### config.mk
export PLATFORM = sky130hd
export DESIGN_NAME = rgb_panel_timing
export DESIGN_NICKNAME = d
export VERILOG_FILES = /design/src/rtl/rgb_panel_timing.sv
export SDC_FILE = /design/constraint.sdc
export NUM_CORES = 1
export LEC_CHECK = 0
export BUFFER_PORTS_ARGS = -buffer_cell sky130_fd_sc_hd__buf_2
export CELL_PAD_IN_SITES_DETAIL_PLACEMENT = 0
export CELL_PAD_IN_SITES_GLOBAL_PLACEMENT = 2
export CORE_MARGIN = 2
export CORE_UTILIZATION = 32
export CTS_BUF_LIST = sky130_fd_sc_hd__clkbuf_16
export DETAILED_ROUTE_END_ITERATION = 10
export GPL_TIMING_DRIVEN = 0
export PLACE_DENSITY_LB_ADDON = 0.1
export SYNTH_ARGS = -nofsm -noshare
export SYNTH_HDL_FRONTEND = slang
export SYNTH_SLANG_ARGS = --single-unit
### constraint.sdc
create_clock -name clk -period 5.7 [get_ports clk]
set_clock_uncertainty 0.2 [all_clocks]
set_input_delay 1.71 -clock clk [delete_from_list [all_inputs] [get_ports clk]]
set_output_delay 1.71 -clock clk [all_outputs]
set_load 0.01 [all_outputs]
### src/rtl/rgb_panel_timing.sv
module rgb_panel_timing #(
  parameter int H_ACT = 480,
  parameter int H_FP  = 8,
  parameter int H_SW  = 41,
  parameter int H_BP  = 2,
  parameter int V_ACT = 272,
  parameter int V_FP  = 2,
  parameter int V_SW  = 10,
  parameter int V_BP  = 2
) (
  input  logic        clk,
  input  logic        rst_n,
  input  logic        serial_mode_i,
  input  logic        hs_pol_i,
  input  logic        vs_pol_i,
  input  logic        dclk_fall_i,
  input  logic [23:0] pix_data_i,
  input  logic        pix_valid_i,
  output logic        pix_ready_o,
  output logic        dclk_o,
  output logic        hsync_o,
  output logic        vsync_o,
  output logic        de_o,
  output logic [23:0] bus_o,
  output logic        underflow_o
);

  localparam int H_TOT = H_ACT + H_FP + H_SW + H_BP;
  localparam int V_TOT = V_ACT + V_FP + V_SW + V_BP;
  localparam int HW = $clog2(3 * H_TOT);
  localparam int VW = $clog2(V_TOT);

  localparam logic [HW-1:0] P_ACT = HW'(H_ACT);
  localparam logic [HW-1:0] P_SS  = HW'(H_ACT + H_FP);
  localparam logic [HW-1:0] P_SE  = HW'(H_ACT + H_FP + H_SW);
  localparam logic [HW-1:0] P_END = HW'(H_TOT - 1);
  localparam logic [HW-1:0] S_ACT = HW'(3 * H_ACT);
  localparam logic [HW-1:0] S_SS  = HW'(3 * (H_ACT + H_FP));
  localparam logic [HW-1:0] S_SE  = HW'(3 * (H_ACT + H_FP + H_SW));
  localparam logic [HW-1:0] S_END = HW'(3 * H_TOT - 1);

  localparam logic [VW-1:0] L_ACT = VW'(V_ACT);
  localparam logic [VW-1:0] L_PRE = VW'(V_ACT + V_FP - 1);
  localparam logic [VW-1:0] L_SS  = VW'(V_ACT + V_FP);
  localparam logic [VW-1:0] L_SE  = VW'(V_ACT + V_FP + V_SW);
  localparam logic [VW-1:0] L_END = VW'(V_TOT - 1);

  logic          ph;
  logic          serial_q;
  logic [HW-1:0] h;
  logic [VW-1:0] v;
  logic [1:0]    beat;
  logic          de_q, hs_q, vs_q, uf_q;
  logic [23:0]   bus_q, px_q;

  logic          h_last, mode_n, de_n, hs_n, vs_n, open_n;
  logic [HW-1:0] h_n;
  logic [VW-1:0] v_n;
  logic [1:0]    beat_n;
  logic [23:0]   fetched, cur, bus_n;
  logic [7:0]    lane;

  assign h_last = h == (serial_q ? S_END : P_END);
  assign h_n    = h_last ? '0 : h + 1'b1;
  assign v_n    = !h_last ? v : (v == L_END) ? '0 : v + 1'b1;
  assign mode_n = (h_last && v == L_PRE) ? serial_mode_i : serial_q;
  assign beat_n = (!mode_n || h_last || beat == 2'd2) ? 2'd0 : beat + 2'd1;

  assign de_n = (h_n < (mode_n ? S_ACT : P_ACT)) && (v_n < L_ACT);
  assign hs_n = (h_n >= (mode_n ? S_SS : P_SS)) && (h_n < (mode_n ? S_SE : P_SE));
  assign vs_n = (v_n >= L_SS) && (v_n < L_SE);

  assign open_n      = de_n && beat_n == 2'd0;
  assign pix_ready_o = ph && open_n;

  assign fetched = pix_valid_i ? pix_data_i : 24'd0;
  assign cur     = open_n ? fetched : px_q;

  always_comb begin
    case (beat_n)
      2'd0:    lane = cur[23:16];
      2'd1:    lane = cur[15:8];
      default: lane = cur[7:0];
    endcase
    if (!de_n)       bus_n = '0;
    else if (mode_n) bus_n = {16'd0, lane};
    else             bus_n = {cur[7:0], cur[15:8], cur[23:16]};
  end

  always_ff @(posedge clk) begin
    if (!rst_n) begin
      ph       <= 1'b0;
      serial_q <= 1'b0;
      h        <= P_END;
      v        <= L_END;
      beat     <= 2'd0;
      de_q     <= 1'b0;
      hs_q     <= 1'b0;
      vs_q     <= 1'b0;
      uf_q     <= 1'b0;
      bus_q    <= '0;
      px_q     <= '0;
    end else begin
      ph <= ~ph;
      if (ph) begin
        serial_q <= mode_n;
        h        <= h_n;
        v        <= v_n;
        beat     <= beat_n;
        de_q     <= de_n;
        hs_q     <= hs_n;
        vs_q     <= vs_n;
        uf_q     <= open_n && !pix_valid_i;
        bus_q    <= bus_n;
        px_q     <= cur;
      end
    end
  end

  assign dclk_o      = dclk_fall_i ? ~ph : ph;
  assign hsync_o     = hs_pol_i ? hs_q : ~hs_q;
  assign vsync_o     = vs_pol_i ? vs_q : ~vs_q;
  assign de_o        = de_q;
  assign bus_o       = bus_q;
  assign underflow_o = uf_q;

endmodule

Yosys cells after proc, flatten, opt, wreduce, memory -nomap -nowiden --
Cells that the tools add are included.
Word-level totals: bits of input ports 31, output and inout bits 30, bits in registers 76, logic and storage cells 57
Operators by class: bitwise operators 3, magnitude comparators 6, mux-type cells 17, equality and inequality tests 5, reduce and logical (&&, ||, !) cells 12, $add $sub $neg 3
Operator list (number):
- 2-to-1 mux 24 bit | 4
- 2-to-1 mux 11 bit | 5
- < comparator 11 bit | 2
- == test 9 bit, second input constant | 2
- < comparator 9 bit, second input constant | 2
- 2-to-1 mux 9 bit | 2
- case mux 8 bit (2 select lines) | 1
- adder 11 x 1 -> 11 bit, second input constant | 1
- == test 11 bit | 1
- greater-or-equal comparator 11 bit | 1
- adder 9 x 1 -> 9 bit, second input constant | 1
- greater-or-equal comparator 9 bit, second input constant | 1
- logical AND 1 bit | 7
- 2-to-1 mux 1 bit | 4
- inverter 1 bit | 3
- adder 2 x 1 -> 2 bit, second input constant | 1
- == test 2 x 1 -> 1 bit, second input constant | 1
- == test 2 bit, second input constant | 1
- zero test 1 bit | 2
- zero test 2 bit | 1
- logical OR 1 bit | 2
- 2-to-1 mux 2 bit | 1

Logic depth before layout (Yosys ltp) --
word-level depth 14, mapped depth 14, depth with buffers taken out 13

Worst setup path before layout --
OpenSTA, ideal clock, no wires.
kind in2out, start input serial_mode_i, end output pix_ready_o, arrival 3.508 ns, required time 3.790 ns, path slack 0.282 ns, buffers on the path 1, stages on the path 9, path through mux2i_1 > inv_1 > ha_1 > o221ai_1 > a2111oi_2 > nor2_1 > nand4_4 > buf_6 > inv_1
On the way: cells in the longest elaborated chain, start to end 8, elaborated cells on any way between the ends 11, those cells by class 1 x order compare; 3 x mux; 7 x reduce/logical
RTL lines:
- start, declared | RTL line 13 | input logic serial_mode_i,
- 2-to-1 mux 1 bit * | RTL line 66 | assign mode_n = (h_last && v == L_PRE) ? serial_mode_i : serial_q;
- net mode_n | RTL line 56 | logic h_last, mode_n, de_n, hs_n, vs_n, open_n;
- branches (longest 5 deep; another with < comparator 11 bit)
- logical AND 1 bit * | RTL line 73 | assign open_n = de_n && beat_n == 2'd0;
- logical AND 1 bit * | RTL line 74 | assign pix_ready_o = ph && open_n;
- end, declared | RTL line 19 | output logic pix_ready_o,
Mark *: on every way through the listed nets, which the timed path passes.

Worst setup path in the final report --
start register h[3], end output pix_ready_o
On the way: cells in the longest elaborated chain, start to end 10, elaborated cells on any way between the ends 17, those cells by class 1 x add/sub; 2 x order compare; 1 x eq/ne; 5 x mux; 8 x reduce/logical
RTL lines:
- start, declared | RTL line 50 | logic [HW-1:0] h;
- start signal, assigned | RTL line 107 | h <= h_n;
- == test 11 bit * | RTL line 63 | assign h_last = h == (serial_q ? S_END : P_END);
- logical AND 1 bit * | RTL line 66
- 2-to-1 mux 1 bit * | RTL line 66
- net mode_n | RTL line 56
- branches (longest 5 deep; another with < comparator 11 bit)
- logical AND 1 bit * | RTL line 73
- logical AND 1 bit * | RTL line 74
Marks and branches as above.

==> out/results.ini <==
[outcome]
status = complete, no violations

[clocking]
cts.clk_slew.worst_paths_ns = 0.06
numCtsBuffers = 9
cts_tree = built
cts_sinks = 68
clk_latency_ns = 0.34
cts_hold_buf = 0
cts_max_level = 3
clock_path_buffers = 2
cts-root-buf = clkbuf_16

[synthesis]
synth_seq_cells = 68
synth_cell_type_count = 50
netlist_area_mm2 = 0.00353
synth_nets = 483
ys_warn_count = 0
synthCells = 443
async_flop_share_pct = 0
ys.flop_type = dfxtp_1
seq_area_frac_synth_pct = 38.6
synth_area_per_cell_um2 = 7.96
synth_edf_count = 0

[setup_path]
end_kind = primary output
worstPathRequired_ns = 3.79
reg2reg_depth = 15
crit_path_max_incr_delay_ns = 0.46
cpMaxStageDelayCell = a2111oi_4
path_buf_inv = 5
cp-start-kind = register
path_class = reg2out
path_max_fanout = 8
reg2reg_to = bus_o[15]
r2r_start = h[3]
crit_chain = clkbuf_4 > nor4b_2 > mux2i_2 > or2_4 > nor4b_4 > mux2i_2 > inv_1 > ha_1 > o221ai_2 > a2111oi_4 > nor2_2 > nand4_4 > buf_6 > inv_1 > buf_2
cp.arrival_ns = 3.61
r2r_setup_slack_ns = 1.79
critical-path-top-delay-family = simple AND/OR/NAND/NOR gates

[final_layout]
final_cell_mix = nand2_1 (100), dfxtp_1 (67), buf_2 (64), o21ai_0 (37), nor2_1 (26)
design_area_mm2 = 0.00438
fillers = 1143
drive_gt1_share_pct = 20.2
final_core_util_pct = 40.6
syn_to_final_growth_pct = 24.2
finalNetCount = 561
diodes = 0
layout_commonest_cell = nand2_1

[drt]
routed_wl_mm = 10.4
vias_per_cell = 5.09
dr.pass1.iters = 4
drtIter0Drc = 121
wl_per_cell_um = 15.7
vias = 3382
postRouteAntennaNets = 0
route.detailed.drc = 0

[die]
ios = 61
initial_core_util_pct = 32.7
die_y_um = 109
core_mm2 = 0.0108
die_x_um = 109
rows = 38
die-area_mm2 = 0.0119

[power_and_ir_drop]
ir_drop_uv = 119
power_density_mw_per_mm2 = 316
p_leak_nw = 1.86
power_mw = 1.38

[timing]
max_clock_freq_ghz = 0.181
rsz0062_at_grt = false
slew_violations = 0
slew_headroom_pct = 60.6
fin_crit_sh_pct = 96.9
layout_min_cycle_time_ns = 5.52
finalHoldViolCount = 0
finalSetupViolCount = 0
tightest_slew_ns = 0.588

[placement]
dp_hpwl_mm = 7.48
placed_cell_area_mm2 = 0.00400
portBuffers = 59
place_congestion = 0.808

[global_route]
grt_max_degree = 12
grt_pass1_vias = 3262
track_usage_pct = 18.8
antenna_found_initial = 0
grt_first_pass_wirelength_mm = 16.9
gr-total-overflow = 0

[worst_hold_path]
hp-class = reg2reg
worstHoldEndpoint = de_o
worstHoldStart = de_o
min_path_cells = 2

[flow_run]
maxCapViolCount = 0

## final cells by class
cell class | count | area [um2] | area share (%)
clock buffers | 9 | 225 | 5.14
multi-input cells | 334 | 2040 | 46.6
plain buffers | 32 | 151 | 3.46
clock inverters | 6 | 33.8 | 0.772
flip-flops and latches | 68 | 1360 | 31.1
well taps | 140 | 175 | 4.00
repair buffers | 67 | 355 | 8.12
inverters | 9 | 33.8 | 0.772
## metal layers
| metal | up-vias | global-route usage [%] | routed length, um |
|---|---|---|---|
| met3 | 16 | 3.23 | 336 |
| met4 | 0 | 9.62 | 221 |
| met2 | 65 | 30.7 | 5020 |
| met1 | 1592 | 23.8 | 4840 |
| met5 | - | 0 | 0 |
| li1 | 1709 | - | - |
## sequential cells by signal (all words and copies together) (netlist names)
signal and cells:
de_o 1, underflow_o 1, h 11, px_q 16, hs_q 1, v 9, bus_o 24, beat 2
vs_q 1, serial_q 1, ph 1
## worst max path at each step
| stage | startpoint | endpoint | slack, ns | cells after the start |
|---|---|---|---|---|
| global route | h[8] | pix_ready_o | 0.004 | 15 |
| CTS | h[7] | pix_ready_o | 0.03 | 15 |
| finish | h[3] | pix_ready_o | 0.18 | 15 |
| global placement | serial_mode_i | pix_ready_o | -0.37 | 11 |
| detailed placement | serial_mode_i | pix_ready_o | -0.36 | 11 |
| floorplan | serial_mode_i | pix_ready_o | 0.28 | 9 |
## report_power, final
group,internal [mW],switching [mW]
registers,0.504,0.0269
clock network,0.288,0.216
logic,0.146,0.205
## metrics by stage
stage | setup slack [ns] | hold slack [ns] | TNS [ns] | instances
global route | 0.00358 | 0.270 | 0 | 665
CTS | 0.0318 | 0.244 | 0 | 658
detailed placement | -0.365 | 0.238 | -0.365 | 642
floorplan | 0.282 | 0.238 | 0 | 443
finish | 0.176 | 0.240 | 0 | 665
global placement | -0.368 | 0.233 | -0.368 | 642
## cell families (layout without fill, tap and decap cells)
family | after synthesis | count (layout) | synth area share, %
compound gates | 82 | 82 | 15.3
xor+xnor | 17 | 17 | 4.22
fa+ha+maj | 9 | 9 | 3.19
buf+inv | 41 | 123 | 5.15
flops | 68 | 68 | 38.6
mux | 20 | 20 | 5.68
simple gates | 206 | 206 | 27.8
## worst min-delay path: stages, from the launching register on
cell     delay, ns
dfxtp_1       0.31
nand2_1       0.05
nand2_1       0.04
## cells in the mapped netlist, types with 3 or more instances
library cell  instances  share of area, %
a21oi_1               8               1.1
a22oi_1               3              0.64
a32oi_1               4              0.99
and2_1                9               1.6
and3_1                3              0.53
buf_2                 6              0.85
clkbuf_1             22               2.3
dfxtp_1              68                39
ha_1                  9               3.2
inv_1                 8              0.85
mux2i_1              20               5.7
nand2_1             101                11
nand2b_1              4              0.71
nand3_1              24               3.4
nand4_1               6               1.1
nor2_1               27               2.9
nor3_1               14               2.0
o211ai_1              3              0.64
o21ai_0              37               5.3
o21ai_1               4              0.57
o221ai_1              9               2.2
o311ai_0              3              0.75
or3_1                 3              0.53
xnor2_1               9               2.2
xor2_1                8               2.0
## what timing repair did
item                       in CTS  in global routing
gates resized for setup         5                  9
setup buffers                   1                  7
setup endpoints to repair       1                  1
pin swaps                       1                  5
Note: power is estimated with default switching activity, not from simulation.
